**src/rtl/rotor_stall_guard.sv**
```systemverilog
module rotor_stall_guard #(
  parameter int DETECT_TICKS = 22700,
  parameter int RETRY_TICKS  = 181600
) (
  input  logic clk,
  input  logic rst_n,
  input  logic pwm_tick,
  input  logic hall_lvl,
  input  logic run_en,
  output logic drive_en,
  output logic stall_pull_low
);

  localparam int DW = $clog2(DETECT_TICKS + 1);
  localparam int RW = $clog2(RETRY_TICKS + 1);
  localparam logic [DW-1:0] DET_LAST = DW'(DETECT_TICKS - 1);
  localparam logic [RW-1:0] RET_LAST = RW'(RETRY_TICKS - 1);

  logic          hall_q;
  logic          stalled;
  logic [DW-1:0] det_cnt;
  logic [RW-1:0] ret_cnt;
  logic          moved;

  assign moved = hall_lvl ^ hall_q;

  always_ff @(posedge clk or negedge rst_n) begin
    if (!rst_n) hall_q <= 1'b0;
    else        hall_q <= hall_lvl;
  end

  always_ff @(posedge clk or negedge rst_n) begin
    if (!rst_n) begin
      stalled <= 1'b0;
      det_cnt <= '0;
      ret_cnt <= '0;
    end else if (!run_en) begin
      stalled <= 1'b0;
      det_cnt <= '0;
      ret_cnt <= '0;
    end else if (!stalled) begin
      if (moved) begin
        det_cnt <= '0;
      end else if (pwm_tick) begin
        if (det_cnt == DET_LAST) begin
          stalled <= 1'b1;
          det_cnt <= '0;
          ret_cnt <= '0;
        end else begin
          det_cnt <= det_cnt + 1'b1;
        end
      end
    end else if (pwm_tick) begin
      if (ret_cnt == RET_LAST) begin
        stalled <= 1'b0;
        ret_cnt <= '0;
        det_cnt <= '0;
      end else begin
        ret_cnt <= ret_cnt + 1'b1;
      end
    end
  end

  assign drive_en       = run_en & ~stalled;
  assign stall_pull_low = ~stalled;

  AST_DET_IN_RANGE: assert property (@(posedge clk) disable iff (!rst_n)
    det_cnt <= DET_LAST);

  AST_STALL_ONLY_ON_EXPIRY: assert property (@(posedge clk) disable iff (!rst_n)
    $rose(stalled) |-> ($past(pwm_tick) && $past(det_cnt) == DET_LAST && !$past(moved)));

  AST_RETRY_FULL_WINDOW: assert property (@(posedge clk) disable iff (!rst_n)
    ($fell(stalled) && $past(run_en)) |-> ($past(pwm_tick) && $past(ret_cnt) == RET_LAST));

  AST_EDGE_RESTARTS: assert property (@(posedge clk) disable iff (!rst_n)
    (run_en && !stalled && moved) |=> (det_cnt == '0 && !stalled));

  AST_SLEEP_CLEARS: assert property (@(posedge clk) disable iff (!rst_n)
    !run_en |=> (!stalled && det_cnt == '0 && ret_cnt == '0));

  AST_IDLE_HOLDS: assert property (@(posedge clk) disable iff (!rst_n)
    (run_en && !pwm_tick && !moved) |=> ($stable(det_cnt) && $stable(ret_cnt) && $stable(stalled)));

  AST_STALL_IGNORES_MOTION: assert property (@(posedge clk) disable iff (!rst_n)
    (run_en && stalled && !pwm_tick) |=> ($stable(ret_cnt) && stalled));

endmodule

```
**config.mk**
```make
export PLATFORM = sky130hd
export DESIGN_NAME = rotor_stall_guard
export DESIGN_NICKNAME = d
export VERILOG_FILES = /design/src/rtl/rotor_stall_guard.sv
export SDC_FILE = /design/constraint.sdc
export NUM_CORES = 1
export LEC_CHECK = 0
export BUFFER_PORTS_ARGS = -buffer_cell sky130_fd_sc_hd__clkbuf_2
export CORE_MARGIN = 2
export CORE_UTILIZATION = 35
export CTS_BUF_LIST = sky130_fd_sc_hd__clkbuf_8
export CTS_CLUSTER_DIAMETER = 120
export CTS_CLUSTER_SIZE = 40
export DETAILED_ROUTE_END_ITERATION = 7
export PLACE_DENSITY = 0.49
export SETUP_SLACK_MARGIN = 0.05
export SLEW_MARGIN = 20
export SYNTH_ARGS = -nofsm -noshare
export SYNTH_HDL_FRONTEND = slang
export SYNTH_SLANG_ARGS = --single-unit
```
**constraint.sdc**
```tcl
create_clock -name clk -period 1.9 [get_ports clk]
set_input_delay 0.38 -clock clk [delete_from_list [all_inputs] [get_ports clk]]
set_output_delay 0.38 -clock clk [all_outputs]
set_load 0.005 [all_outputs]
```
After elaboration in Yosys (flattened, before gate mapping)
Cells that the tools add are included.

Input bits: 5. Flip-flop bits (word level): 35. Logic and storage cells: 39.

Bitwise operators: 3. Reductions and logical operators: 2. Equal/unequal tests: 7. Mux-type cells: 21. Add/subtract/negate cells: 2.

Operators by type and width (count): $mux 18 (7); $mux 15 (7); $add 18x1->18 const B (1); $eq 18x18->1 const B (1); $add 15x1->15 const B (1); $eq 15x15->1 const B (1); $mux 1 (7); $ne 3x2->1 const B (2); $ne 3x3->1 const B (2); $reduce_and 4->1 (1); $ne 3x1->1 const B (1); $reduce_and 3->1 (1); $and 1x1->1 (1); $not 1->1 (1); $xor 1x1->1 (1).

Logic depth before layout (Yosys ltp)
Word-level depth: 6. Gate-level depth with buffers: 9.

Least setup slack after synthesis
Ideal clock, no wire load.

Kind: flip-flop to flip-flop. Start point: register ret_cnt[12]. End point: register det_cnt[3]. Clock period less this slack: 1945 ps. Cell stages (with the launch flop): 6. Setup time: 121 ps. Path slack: -45 ps. Data arrival time: 1824 ps. Cells stage by stage: dfrtp_1 or4b_1 nor3_2 nand4_4 a22o_1 a22o_1.

Cells in the longest elaborated chain, start to end: 3.

Ends and longest elaborated chain: start, declared (RTL line 22) `logic [RW-1:0] ret_cnt;`; start signal, assigned (RTL line 59) `ret_cnt <= ret_cnt + 1'b1;`; $eq 18x18->1 (RTL line 54) `if (ret_cnt == RET_LAST) begin`; $ne 3x2->1 (no source line); $reduce_and 3->1 (no source line); end signal, assigned (RTL line 50) `det_cnt <= det_cnt + 1'b1;`; end, declared (RTL line 21) `logic [DW-1:0] det_cnt;`.

Every way passes these cells. A chain may end at the register's enable or synchronous reset.

Final worst setup path
Start point: register ret_cnt[13]. End point: register det_cnt[3].

Same word-level chain as after synthesis.

==> impl_metrics.env <==
export IMPL_outcome="finished with violations"
export IMPL_violations="setup timing"
export IMPL_fin_crit_ps=2030
export IMPL_clock_latency_ps=290
export IMPL_finalNonFillerCells=369
export IMPL_antenna_found_initial=0
export IMPL_final_core_util_pct=49.4
export IMPL_skew_ps=6.23
export IMPL_drv_cap=0
export IMPL_rows=28
export IMPL_cts_root_buffer="clkbuf_8"
export IMPL_worst_path_most_repeated_cell="a22o_1"
export IMPL_path_max_fanout=4
export IMPL_p_leak_nw=1.23
export IMPL_seq_power_share_pct=46.3
export IMPL_critical_path_class="reg -> reg"
export IMPL_drt_iter0_markers=89
export IMPL_dr_wl_met2_um=2890
export IMPL_antenna_left=0
export IMPL_die_x_um=82.7
export IMPL_grt_max_degree=36
export IMPL_ys_seq_elements=35
export IMPL_fin_crit_sh_pct=107
export IMPL_synth_adder_area_share_pct=1.15
export IMPL_synth_enable_flop_cells=0
export IMPL_synth_warnings=0
export IMPL_setup_viol=28
export IMPL_cts_tree="yes"
export IMPL_slew_viol_final=0
export IMPL_syn_to_final_growth_pct=35.8
export IMPL_hold_path_class="in -> async"
export IMPL_final_common_cell="buf_4"
export IMPL_clkSinkCount=35
export IMPL_r2r_cells=6
export IMPL_muxShareOfSynthArea_pct=1.85
export IMPL_m1WireLength_um=2520
export IMPL_ys_seq_area_share_pct=40.4
export IMPL_tightestPinTransition_ps=475
export IMPL_synth_xor_area_share_pct=1.67
export IMPL_timing_rr_end="det_cnt[3]"
export IMPL_path_cells="or4b_4 -> nor3_4 -> nand4_4 -> buf_12 -> a22o_1 -> a22o_1"
export IMPL_avgViaCountPerCell=5.49
export IMPL_top_layer="met4"
export IMPL_grt_total_usage_pct=18.3
export IMPL_layout_drive_gt1_share_pct=34.4
export IMPL_synth_top_flop_cell="dfrtp_1"
export IMPL_rrSetupSlack_ps=-130
export IMPL_grt_remaining_overflow=0
export IMPL_p_sw_w=0.000382
export IMPL_synthArstFlopShare_pct=100
export IMPL_rsz0062_at_grt="true"
export IMPL_cts_max_level=2
export IMPL_yosys_area_top_type_share_pct=40.4
export IMPL_fillerInstances=587
export IMPL_intPower_w=0.00124
export IMPL_yosysTopAreaCell="dfrtp_1"
export IMPL_crit_family="simple AND/OR/NAND/NOR gates"
export IMPL_pin_count=7
export IMPL_place_inst=349
export IMPL_cpMaxStageDelayCell="or4b_4"
export IMPL_worstPathRequired_ps=2070
export IMPL_avgSynthCellArea_um2=9.42
export IMPL_vias=2024
export IMPL_wl_um=5620
export IMPL_synthSimpleGateAreaFrac_pct=29.7
export IMPL_drc=0
export IMPL_end_kind="register"
export IMPL_r2r_start="ret_cnt[13]"
export IMPL_layout_common_cells="buf_4 (51), dfrtp_1 (35), nand2_1 (18)"
export IMPL_crit_arrival_ps=2200
export IMPL_antennaDiodeCount=0
export IMPL_clock_power_share_pct=44.1
export IMPL_timing_hold_violations_final=0
export IMPL_initial_core_util_pct=36.4
export IMPL_slowest_delay_ps=550
export IMPL_power_density_nw_per_um2=550
export IMPL_max_clock_path_buffers=2
export IMPL_wl_per_cell_um=15.2
export IMPL_clk_pin_slew_ps=80
export IMPL_pwr_share_comb_pct=9.6
export IMPL_synthDistinctLibCells=51
export IMPL_grt_pass1_vias=2026
export IMPL_dr_wl_met3_um=140
export IMPL_cp_depth=6
export IMPL_synth_top_family_by_area="simple AND/OR/NAND/NOR gates"
export IMPL_die_h_um=82.7
export IMPL_start_kind="register"
export IMPL_firstDrtPassIters=4
export IMPL_timing_final_ws_setup_ps=-125
export IMPL_syn_num_nets=237
export IMPL_relSlewSlack_pct=68.3
export IMPL_core_area_um2=5960
export IMPL_numCtsBuffers=5
export IMPL_grt_pass1_wl_um=9420
export IMPL_path_buf_inv=1
export IMPL_synth_area_leaders="dfrtp_1 (40%), a21oi_1 (3.9%), nand4_1 (3.8%), nand3_1 (3.5%), a22o_1 (3.2%)"
export IMPL_swShare_pct=23.6
export IMPL_dieArea_um2=6840
export IMPL_fmax_mhz=494
export IMPL_holdBufCountCts=0
export IMPL_synth_compound_area_share_pct=20.5
export IMPL_num_nets_final=300
export IMPL_routabilityCongestion=0.831
export IMPL_mappedNetlistArea_um2=2170
export IMPL_hpwl_um=3750
export IMPL_postSynthCellCount=230
export IMPL_max_vdd_ir_drop_v=0.000448
export IMPL_io_buffers=6
[repair_timing]
item | in CTS | in global routing
setup buffers | 7 | 4
pin swaps | 9 | 7
gates cloned | 1 | 0
endpoints found under the setup margin | 30 | 34
resized for setup | 7 | 18
[sequential cells by signal, summed over array words and instances (netlist names)]
register	cells
stalled	1
det_cnt	15
ret_cnt	18
hall_q	1
[through the flow]
stage | total power, W | area (um2) | worst slack (ps) | setup TNS, ps | hold slack (ps)
after global routing | 0.00169 | 2940 | -217 | -4550 | 164
after global placement | 0.000907 | 2610 | -135 | -2780 | 458
final | 0.00162 | 2940 | -125 | -2010 | 125
after floorplan | 0.000843 | 2180 | 33.2 | 0 | 84.4
after CTS | 0.00163 | 2820 | -156 | -3330 | 146
after detailed placement | 0.000906 | 2610 | -168 | -3200 | 459
[layout make-up]
cell class / instances / area [um2] / share of cell area [%]
well taps: 75 / 93.8 / 3.19
clock buffers: 6 / 82.6 / 2.81
inverters: 10 / 37.5 / 1.28
repair buffers: 64 / 509 / 17.3
flip-flops and latches: 35 / 876 / 29.8
multi-input cells: 177 / 1310 / 44.5
clock inverters: 2 / 35.0 / 1.19
[worst max-delay path by stage]
stage	end	slack (ps)	startpoint
after floorplan	det_cnt[3]	30	ret_cnt[9]
after global placement	det_cnt[11]	-130	ret_cnt[12]
after detailed placement	det_cnt[3]	-170	ret_cnt[12]
after CTS	det_cnt[9]	-160	ret_cnt[7]
after global routing	det_cnt[13]	-220	ret_cnt[13]
final	det_cnt[3]	-130	ret_cnt[13]
[Yosys cell counts, types with 2 or more instances]
master	number
nor3b_1	3
mux2i_1	4
a211oi_1	2
o21ai_1	2
nand4_1	13
nor3_2	2
nor4_1	5
and3_1	5
a32oi_1	2
nor3_1	3
buf_6	3
or3_1	6
nand2_1	18
buf_4	2
dfrtp_1	35
or4_1	5
ha_1	2
and2_1	4
and4_1	3
nand3_1	15
inv_1	10
o31ai_1	7
a22oi_1	3
a31o_2	4
a21oi_1	17
clkbuf_1	3
nor2b_1	2
a22o_1	8
o21ai_0	8
nor2_1	13
[kinds of logic after synthesis]
family	after synthesis
AO/OA/AOI/OAI	61
flip-flops	35
buffers and inverters	19
adder cells (fa/ha/maj)	2
AND/OR/NAND/NOR	107
multiplexers	4
XOR/XNOR	2
[worst register-to-register path, cell delays in order (launching register included)]
cell	delay (ps)
dfrtp_1	380
or4b_4	550
nor3_4	240
nand4_4	150
buf_12	170
a22o_1	200
a22o_1	210
[power groups by stage]
stage                     Sequential [W]  Combinational, W  Clock [W]
after global placement          0.000765          0.000142          0
final                           0.000750          0.000155   0.000714
after floorplan                 0.000766         0.0000768          0
after detailed placement        0.000765          0.000141          0
after CTS                       0.000750          0.000151   0.000728
after global routing            0.000751          0.000170   0.000773
[layer usage]
metal / vias up / global-route usage (%)
met2: 27 / 32.6
met1: 979 / 22.2
met5: - / 0
li1: 1009 / -
met4: 0 / 5.25
met3: 9 / 3.59
Note: power is estimated with default switching activity, not from simulation.
